$ cat src/rtl/dwg_pkg.sv
package dwg_pkg;
  localparam int ADDR_W      = 32;
  localparam int FIELD_W     = 7;
  localparam int GRAN_SHIFT  = 20;
  localparam int KEY_W       = 16;
  localparam int KEY_LSB     = ADDR_W - KEY_W;
  localparam int LO_FIELD_LSB = 8;
  localparam int HI_FIELD_LSB = 0;
  localparam int AREA_LSB    = 26;
  localparam int AREA_W      = 3;
  localparam int NUM_PROBES  = 3;

  localparam logic [KEY_W-1:0]  UNLOCK_KEY = 16'h6155;
  localparam logic [AREA_W-1:0] AREA_ID    = 3'd3;
  localparam logic [ADDR_W-1:0] WIN_MASK   = 32'h0000_7F7F;
  localparam logic [ADDR_W-1:0] START_MASK = 32'h1FFF_FFE0;
  localparam logic [ADDR_W-1:0] WIN_RESET  = 32'h0000_7F00;
  localparam logic [ADDR_W-1:0] LO_BASE    = 32'h0800_0000;
  localparam logic [ADDR_W-1:0] HI_BASE    = 32'h080F_FFE0;

  typedef enum logic {SEL_WINDOW = 1'b0, SEL_START = 1'b1} wsel_e;

  typedef struct packed {
    logic loadWin;
    logic loadStart;
    logic ovrProbe;
  } strobe_t;

  typedef enum int {PROBE_QUERY = 0, PROBE_START = 1, PROBE_OVR = 2} probe_e;
endpackage

$ cat src/rtl/dwg_range_cmp.sv
module dwg_range_cmp
  import dwg_pkg::*;
#(
  parameter int AW = ADDR_W
) (
  input  logic [AW-1:0] addr,
  input  logic [AW-1:0] loBound,
  input  logic [AW-1:0] hiBound,
  output logic          inWindow
);
  logic areaHit;
  logic aboveLo;
  logic belowHi;

  always_comb begin
    areaHit  = (addr[AREA_LSB +: AREA_W] == AREA_ID);
    aboveLo  = (addr >= loBound);
    belowHi  = (addr <= hiBound);
    inWindow = areaHit && aboveLo && belowHi;
  end
endmodule

$ cat src/rtl/dwg_ctrl.sv
module dwg_ctrl
  import dwg_pkg::*;
(
  input  logic             wrEn,
  input  logic             wrSel,
  input  logic [KEY_W-1:0] wrKey,
  input  logic             ovrValid,
  output strobe_t          strobes
);
  logic keyMatch;
  logic selWin;
  logic selStart;

  always_comb begin
    keyMatch = (wrKey == UNLOCK_KEY);
    selWin   = (wsel_e'(wrSel) == SEL_WINDOW);
    selStart = (wsel_e'(wrSel) == SEL_START);
    strobes.loadWin   = wrEn && selWin && keyMatch;
    strobes.loadStart = wrEn && selStart;
    strobes.ovrProbe  = ovrValid;
  end
endmodule

$ cat src/rtl/dwg_datapath.sv
module dwg_datapath
  import dwg_pkg::*;
(
  input  logic              clk,
  input  logic              rst_n,
  input  strobe_t           strobes,
  input  logic [ADDR_W-1:0] wrData,
  input  logic [ADDR_W-1:0] chkAddr,
  input  logic [ADDR_W-1:0] ovrAddr,
  output logic [ADDR_W-1:0] winValue,
  output logic [ADDR_W-1:0] startAddr,
  output logic              chkPass,
  output logic              irqIllegal,
  output logic              irqOverrun
);
  logic [ADDR_W-1:0]  winReg;
  logic [ADDR_W-1:0]  startReg;
  logic [ADDR_W-1:0]  loBound;
  logic [ADDR_W-1:0]  hiBound;
  logic [ADDR_W-1:0]  startCand;
  logic [FIELD_W-1:0] loField;
  logic [FIELD_W-1:0] hiField;
  logic [ADDR_W-1:0]  probeAddr [NUM_PROBES];
  logic [NUM_PROBES-1:0] probePass;

  always_comb begin
    loField   = winReg[LO_FIELD_LSB +: FIELD_W];
    hiField   = winReg[HI_FIELD_LSB +: FIELD_W];
    loBound   = LO_BASE | (ADDR_W'(loField) << GRAN_SHIFT);
    hiBound   = HI_BASE | (ADDR_W'(hiField) << GRAN_SHIFT);
    startCand = wrData & START_MASK;
    probeAddr[PROBE_QUERY] = chkAddr;
    probeAddr[PROBE_START] = startCand;
    probeAddr[PROBE_OVR]   = ovrAddr;
  end

  for (genvar gi = 0; gi < NUM_PROBES; gi++) begin : g_probe
    dwg_range_cmp #(.AW(ADDR_W)) u_cmp (
      .addr     (probeAddr[gi]),
      .loBound  (loBound),
      .hiBound  (hiBound),
      .inWindow (probePass[gi])
    );
  end

  always_ff @(posedge clk) begin
    if (!rst_n) begin
      winReg     <= WIN_RESET;
      startReg   <= '0;
      irqIllegal <= 1'b0;
      irqOverrun <= 1'b0;
    end else begin
      if (strobes.loadWin)   winReg   <= wrData & WIN_MASK;
      if (strobes.loadStart) startReg <= startCand;
      irqIllegal <= strobes.loadStart && !probePass[PROBE_START];
      irqOverrun <= strobes.ovrProbe  && !probePass[PROBE_OVR];
    end
  end

  assign winValue  = winReg;
  assign startAddr = startReg;
  assign chkPass   = probePass[PROBE_QUERY];
endmodule

$ cat src/rtl/dma_window_guard.sv
module dma_window_guard
  import dwg_pkg::*;
(
  input  logic        clk,
  input  logic        rst_n,
  input  logic        wrEn,
  input  logic        wrSel,
  input  logic [31:0] wrData,
  input  logic [31:0] chkAddr,
  output logic        chkPass,
  input  logic        ovrValid,
  input  logic [31:0] ovrAddr,
  output logic [31:0] winValue,
  output logic [31:0] startAddr,
  output logic        irqIllegal,
  output logic        irqOverrun
);
  strobe_t strobes;

  dwg_ctrl u_ctrl (
    .wrEn     (wrEn),
    .wrSel    (wrSel),
    .wrKey    (wrData[KEY_LSB +: KEY_W]),
    .ovrValid (ovrValid),
    .strobes  (strobes)
  );

  dwg_datapath u_dp (
    .clk        (clk),
    .rst_n      (rst_n),
    .strobes    (strobes),
    .wrData     (wrData),
    .chkAddr    (chkAddr),
    .ovrAddr    (ovrAddr),
    .winValue   (winValue),
    .startAddr  (startAddr),
    .chkPass    (chkPass),
    .irqIllegal (irqIllegal),
    .irqOverrun (irqOverrun)
  );
endmodule

$ cat config.mk
export PLATFORM = sky130hd
export DESIGN_NAME = dma_window_guard
export DESIGN_NICKNAME = d
export VERILOG_FILES = /design/src/rtl/dwg_pkg.sv /design/src/rtl/dwg_range_cmp.sv /design/src/rtl/dwg_ctrl.sv /design/src/rtl/dwg_datapath.sv /design/src/rtl/dma_window_guard.sv
export SDC_FILE = /design/constraint.sdc
export NUM_CORES = 1
export LEC_CHECK = 0
export BUFFER_PORTS_ARGS = -buffer_cell sky130_fd_sc_hd__buf_2
export CORE_MARGIN = 1.5
export CORE_UTILIZATION = 45
export DETAILED_ROUTE_END_ITERATION = 7
export GPL_TIMING_DRIVEN = 0
export MAX_ROUTING_LAYER = met4
export PLACE_DENSITY = 0.8
export SYNTH_ARGS = -nofsm -noshare
export SYNTH_HDL_FRONTEND = slang
export SYNTH_SLANG_ARGS = --single-unit
$ cat constraint.sdc
create_clock -name clk -period 1.8 [get_ports clk]
set_input_delay 0.18 -clock clk [delete_from_list [all_inputs] [get_ports clk]]
set_output_delay 0.18 -clock clk [all_outputs]
set_load 0.01 [all_outputs]
==> Yosys cells after proc, flatten, opt, wreduce, memory -nomap -nowiden <==
Cells that the tools add are included.
{ "totals": {"ff_bits": 40, "latchBits": 0, "ramBits": 0, "mem_bits_ro": 0, "input_bits": 101, "out_inout_bits": 67, "n_memories": 0} }
{ "op_classes": {"addsub": 0, "mul": 0, "div": 0, "magnitude_cmp": 6, "eq_ne": 4, "shifts": 0, "n_mux": 0, "bitwise": 1, "n_reduce_logical": 13} }
{ "ops": {"columns": ["operator", "n"], "rows": [
  ["$ge A32 B28 Y1", 2],
  ["$le A32 B28 Y1", 2],
  ["$ge A29 B28 Y1", 1],
  ["$le A29 B28 Y1", 1],
  ["$eq A16 B15 Y1 const B", 1],
  ["$logic_and A1 B1 Y1", 11],
  ["$eq A3 B2 Y1 const B", 3],
  ["$logic_not A1 Y1", 2],
  ["$not A1 Y1", 1]
]} }

==> Longest topological paths before layout <==
Gate-level depths: netlist of the first run.
{ "logic_depth": {"depth_word": 5, "depth_mapped": 7, "ltp_nobuf": 7} }

==> Hierarchy <==
A second synthesis of the first run with hierarchy kept.
{ "hier_totals": {"cells_unflattened": 846, "hier_area_um2": 6617.6} }
{ "modules_own_cells": {"columns": ["module", "n_inst", "cells_each", "area_each_um2"], "rows": [
  ["dwg_range_cmp (u_dp.g_probe[0].u_cmp ...)", 2, 227, 1607.8],
  ["dwg_datapath", 1, 156, 1710.4],
  ["dwg_range_cmp (u_dp.g_probe[1].u_cmp)", 1, 228, 1615.3],
  ["dwg_ctrl", 1, 8, 76.3]
]} }

==> Worst setup path before layout of the first run <==
Ideal clock, no wire load.
{ "synth_timing": {"path_kind": "register -> output", "start": "register u_dp.winReg[1], in the netlist u_dp.winValue[1]", "end": "output port chkPass", "t_arrival_ns": 1.742, "required_time_ns": 1.620, "path_slack_ns": -0.122, "path_stages_with_launch": 8, "path_buffers": 0, "cell_sequence": "dfxtp_1 inv_1 ha_1 nand4_1 nor4_1 nand4_1 mux2i_1 a221oi_1"} }
{ "synth_between": {"elab_chain_cells": 2} }
{ "synth_lines": {"columns": ["item", "line", "text"], "rows": [
  ["start: declaration", "dwg_datapath.sv:16", "logic [ADDR_W-1:0] winReg;"],
  ["start signal: assignment", "dwg_datapath.sv:53", "if (strobes.loadWin) winReg <= wrData & WIN_MASK;"],
  ["$le A32 B28 Y1", "dwg_range_cmp.sv:18", "belowHi = (addr <= hiBound);"],
  ["$logic_and A1 B1 Y1", "dwg_range_cmp.sv:19", "inWindow = areaHit && aboveLo && belowHi;"],
  ["end: declaration", "dma_window_guard.sv:10", "output logic chkPass,"]
]} }
Every way passes these cells.

==> Worst setup path after layout of the first run <==
{ "layout_timing": {"start": "register u_dp.winReg[3], in the netlist u_dp.winValue[3]", "end": "output port chkPass"} }
The elaborated chain is that of the path after synthesis.

==> flow_summary.toml, run 1 <==
[run_status]
status = "finished with violations"
violations = "setup timing"

[placement]
dp_slack_ns = -0.208
placed_area_um2 = 3860
dpl.hpwl_um = 7270
io_buffers = 141
gp_routability_congestion = 0.931

[synth]
synthCells = 356
ys_top_cells_by_count = "nand2_1, ha_1, dfxtp_1"
synth_edf_count = 0
synth.yosys.seq_area_share = 0.272
synthTopCellsByArea = "dfxtp_1, ha_1, nand2_1, buf_4, a21boi_0"
ys_ff_latch = 40
yosys_warnings = 0
yosysTopAreaCellShare = 0.272
yosys.area.top_type = "dfxtp_1"
ys.flop_type = "dfxtp_1"
avgSynthCellArea_um2 = 8.27
synth_cell_types = 38
syn_area_um2 = 2950
synth.most_common_cell = "nand2_1"
synthArstFlopShare = 0

[clocking]
cts_buffers = 5
tritoncts = "done"
insertion_delay_ns = 0.29
h-tree-depth = 2
root_buffer = "clkbuf_8"
cts_hold_buf = 0
path_clk_slew_ns = 0.08
cts_buffer_depth = 2
cts_sinks = 40

[setup_path]
r2r_start = "u_dp.winValue[3]"
path_class = "reg2out"
end_kind = "output pin"
cp_max_fo = 3
start_kind = "flop"
worst_ep_required_time_ns = 1.62
startpoint = "u_dp.winValue[3]"
critical_path_arrival_ns = 2.06

[route]
first_pass_iters = 4
antenna_left = 0
drt_drc_violations_left = 0
num_vias = 3202
drtIter0Drc = 151
drt-total-wl_um = 8980
viasPerCell = 5.24
wl_per_cell_um = 14.7

[finish]
nNetsFinal = 676
finalInstanceArea_um2 = 4120
antenna_cells = 0
areaGrowthSynthToFinish_pct = 39.9
drive_gt1_frac = 0.393

[grt]
antenna_found_initial = 0
grt_pass1_vias = 2947
grt-ovfl-total = 0
gr-usage-all-layers = 0.254
grt_max_degree = 13
grt_first_pass_wirelength_um = 14000

[floorplan]
chipWidth_um = 83.9
die_h_um = 83.9
start_util = 0.464
die_area_um2 = 7040
ios = 168
row_count = 29
core_um2 = 6350

[sta]
setup_viol_count_final = 1
period_share = 1.24
fmax_ghz = 0.447
finalHoldViolCount = 0
rsz0062_at_grt = "true"
fin_crit_ns = 2.24
hold_slack_ns = 0.139
finClkSkew_ns = 0.00704
fin_ws_ns = -0.435
maxSlewViolCount = 0
tns_ns = -0.435

[pwr]
pwr_density_cell_nw_per_um2 = 536
power_leakage_uw = 0.00204
peakVddDrop_mv = 0.423
power.total_uw = 2210

[flow_run]
maxCapViolations = 0

[hold_path]
hp-class = "in2reg"
hold_start = "wrData[1]"
-- worst paths after layout --
| check | cells after the start | endpoint | slack, ns |
|---|---|---|---|
| setup / recovery | 8 | chkPass | -0.44 |
| hold / removal | 3 | u_dp.winValue[1] | 0.14 |
| setup reg to reg | 7 | u_dp.irqIllegal | 0.07 |
| hold reg to reg | 2 | u_dp.startAddr[14] | 0.47 |
-- metrics by stage --
stage | utilization | std cells
3_5_place_dp | 0.607 | 599
5_1_grt | 0.649 | 611
4_1_cts | 0.638 | 610
2_1_floorplan | - | 381
6_report | 0.649 | 611
3_3_place_gp | 0.607 | 599
-- registers in the layout (all words and copies together) (netlist names) --
signal	cells
u_dp.irqOverrun	1
u_dp.irqIllegal	1
u_dp.winValue	14
u_dp.startAddr	24
-- worst max-delay path, stage by stage (launching register included) --
cell and delay (ns):
dfxtp_2 0.36, inv_4 0.06, ha_4 0.26, nand4_1 0.09
nor4_2 0.28, nand4_1 0.16, mux2i_1 0.16, a221oi_2 0.22
buf_2 0.17
-- final cells by class --
| class | instances | area (µm²) |
|---|---|---|
| fill | 547 | 2230 |
| multi-input combinational | 287 | 2040 |
| sequential | 40 | 808 |
| timing repair buffer | 145 | 736 |
| buffer | 37 | 244 |
| clock buffer | 7 | 96.3 |
| tap | 77 | 96.3 |
| inverter | 17 | 71.3 |
| clock inverter | 1 | 30.0 |
-- cells in the final DEF, fill, tap and decap left out, drive strengths merged, types with 4 or more instances in the layout --
master and n:
a21o 9, nand3 9, o21ai 6, ha 42, a21boi 24, nor4 14, nor3 4, nor2b 9
clkbuf 16, dfxtp 40, nor2 7, inv 17, nand4 16, o211ai 7, a21oi 7, nand2 66
conb 26, a211oi 4, buf 173, mux2i 10
-- layer usage --
metal,vias to the layer above,share of wire,global-route usage,routed length (µm)
met5,-,0,-,0
met4,0,0.021,0.0835,193
met3,17,0.061,0.0406,549
met2,129,0.48,0.427,4290
met1,1464,0.44,0.311,3950
li1,1592,-,-,-
-- logic make-up (layout without fill, tap and decap cells) --
logic type	count (synthesis)	after routing	share of synthesized area
compound gates	69	69	0.169
fa+ha+maj	42	42	0.178
buf+inv	54	207	0.105
flops	40	40	0.272
mux	10	10	0.0340
other cells	1	26	0.00127
simple gates	140	140	0.240
-- where the power goes --
part	switching, µW	internal, µW
combinational	252	228
sequential	12.3	912
clock	314	489
-- what timing repair did --
item / in CTS / in global routing
resized for setup: 13 / 14
pin swaps: 2 / 3
gates cloned: 0 / 0
setup endpoints to repair: 2 / 3
setup buffers: 3 / 1
Power figures use the tool's default switching activity.
==> inputs of run 2 (changes only) <==
--- a/config.mk
+++ b/config.mk
@@ -7,11 +7,11 @@
 export LEC_CHECK = 0
 export BUFFER_PORTS_ARGS = -buffer_cell sky130_fd_sc_hd__buf_2
 export CORE_MARGIN = 1.5
-export CORE_UTILIZATION = 45
+export CORE_UTILIZATION = 48
 export DETAILED_ROUTE_END_ITERATION = 7
 export GPL_TIMING_DRIVEN = 0
 export MAX_ROUTING_LAYER = met4
-export PLACE_DENSITY = 0.8
+export PLACE_DENSITY = 0.84
 export SYNTH_ARGS = -nofsm -noshare
 export SYNTH_HDL_FRONTEND = slang
 export SYNTH_SLANG_ARGS = --single-unit
==> constraint.sdc (replaced) <==
create_clock -name clk -period 2.7 [get_ports clk]
set_input_delay 0.27 -clock clk [delete_from_list [all_inputs] [get_ports clk]]
set_output_delay 0.27 -clock clk [all_outputs]
set_load 0.01 [all_outputs]
==> flow_summary.toml, run 2 (synthesized netlist as in run 1, its figures left out) <==
[sta]
fmax_ghz = 0.394
maxSlewViolCount = 0
finClkSkew_ns = 0.00649
finalHoldViolCount = 0
period_share = 0.939
relSlewSlack = 0.671
setup_viol_count_final = 0
tns_ns = 0
rsz0062_at_grt = "false"
tightest_slew_ns = 0.487
fin_crit_ns = 2.53

[finish]
largest_register_ff_count = 24
drive_gt1_frac = 0.342
antenna_cells = 0
nNetsFinal = 672
finalInstanceArea_um2 = 3970
final_common_cell = "buf_2"
areaGrowthSynthToFinish_pct = 34.7
layout_common_cells = "buf_2, nand2_1, ha_1, dfxtp_1, buf_4"

[route]
viasPerCell = 5.37
drtIter0Drc = 180
num_vias = 3251
antenna_left = 0
drt_drc_violations_left = 0
first_pass_iters = 5
wl_per_cell_um = 14.5
drt-total-wl_um = 8770

[pwr]
peakVddDrop_mv = 0.387
pwr_density_cell_nw_per_um2 = 364
power_leakage_uw = 0.00199

[placement]
placed_area_um2 = 3840
io_buffers = 141
dpl.hpwl_um = 7330
gp_routability_congestion = 0.943

[clocking]
cts_buffer_depth = 2
h-tree-depth = 2
cts_buffers = 5
path_clk_slew_ns = 0.08
cts_sinks = 40
tritoncts = "done"
post_cts_buffers = 0
post_cts_resized = 0
root_buffer = "clkbuf_8"
insertion_delay_ns = 0.30
cts_hold_buf = 0

[floorplan]
start_util = 0.497
die_area_um2 = 6620
die_h_um = 81.3
row_count = 28
core_um2 = 5920
ios = 168
chipWidth_um = 81.3

[setup_path]
cp_max_fo = 4
critical_path_arrival_ns = 2.26
worst_ep_required_time_ns = 2.43
path_class = "reg2out"
reg2reg_setup_slack_ns = 0.86
start_kind = "flop"
end_kind = "output pin"

[grt]
antenna_found_initial = 0
gr-usage-all-layers = 0.271
grt_first_pass_wirelength_um = 13500
grt_max_degree = 14
grt_pass1_vias = 2989
grt-ovfl-total = 0

[hold_path]
hp-class = "in2reg"

[flow_run]
maxCapViolations = 0

[run_status]
status = "finished clean"
run 2: cell types whose count changed in the layout (fill, tap and decap cells not counted), moves of 5 or more:
| cell | change |
|---|---|
| dfxtp_2 | -6 |
| inv_1 | +8 |
| inv_2 | -5 |
| dfxtp_1 | +6 |
run 2: report_power, final:
part | leakage, µW | switching [µW] | internal (µW)
registers | 0.000326 | 8.46 | 608
clock network | 0.0000614 | 220 | 302
logic | 0.00160 | 160 | 146
total | 0.00199 | 388 | 1060
run 2: metal layers:
layer	track usage	wire length [µm]
met1	0.327	3600
met2	0.450	4350
met3	0.0461	636
met4	0.100	191
met5	-	0
run 2: final timing paths:
check	from	endpoint	cells after the start
max	u_dp.winValue[10]	chkPass	8
min	wrData[3]	u_dp.winValue[3]	3
max reg2reg	u_dp.winValue[3]	u_dp.irqIllegal	7
min reg2reg	u_dp.startAddr[5]	u_dp.startAddr[5]	2
run 2: critical path, cell delays in order (launching register included):
cell,delay (ns)
dfxtp_1,0.34
inv_1,0.12
ha_1,0.31
nor4b_1,0.28
nand2_1,0.10
nor4_1,0.26
o31ai_1,0.13
a221oi_1,0.26
buf_2,0.18
run 2: metrics by stage:
| stage | cells | util | power, µW | hold WS (ns) | setup WS [ns] |
|---|---|---|---|---|---|
| 4_1_cts | 605 | 0.669 | 1450 | 0.227 | 0.161 |
| 2_1_floorplan | 381 | - | 782 | 0.398 | 0.688 |
| 5_1_grt | 605 | 0.670 | 1510 | 0.238 | 0.0280 |
| 3_5_place_dp | 597 | 0.648 | 930 | 0.457 | 0.508 |
| 3_3_place_gp | 597 | 0.648 | 921 | 0.450 | 0.560 |
| 6_report | 605 | 0.670 | 1450 | 0.232 | 0.165 |
run 2: final cells by class:
type | instances | area (µm²)
inverters | 17 | 63.8
clock inverters | 2 | 38.8
flip-flops and latches | 40 | 801
repair buffers | 141 | 706
fillers | 529 | 1950
clock buffers | 6 | 82.6
multi-input cells | 287 | 1940
well taps | 75 | 93.8
plain buffers | 37 | 244
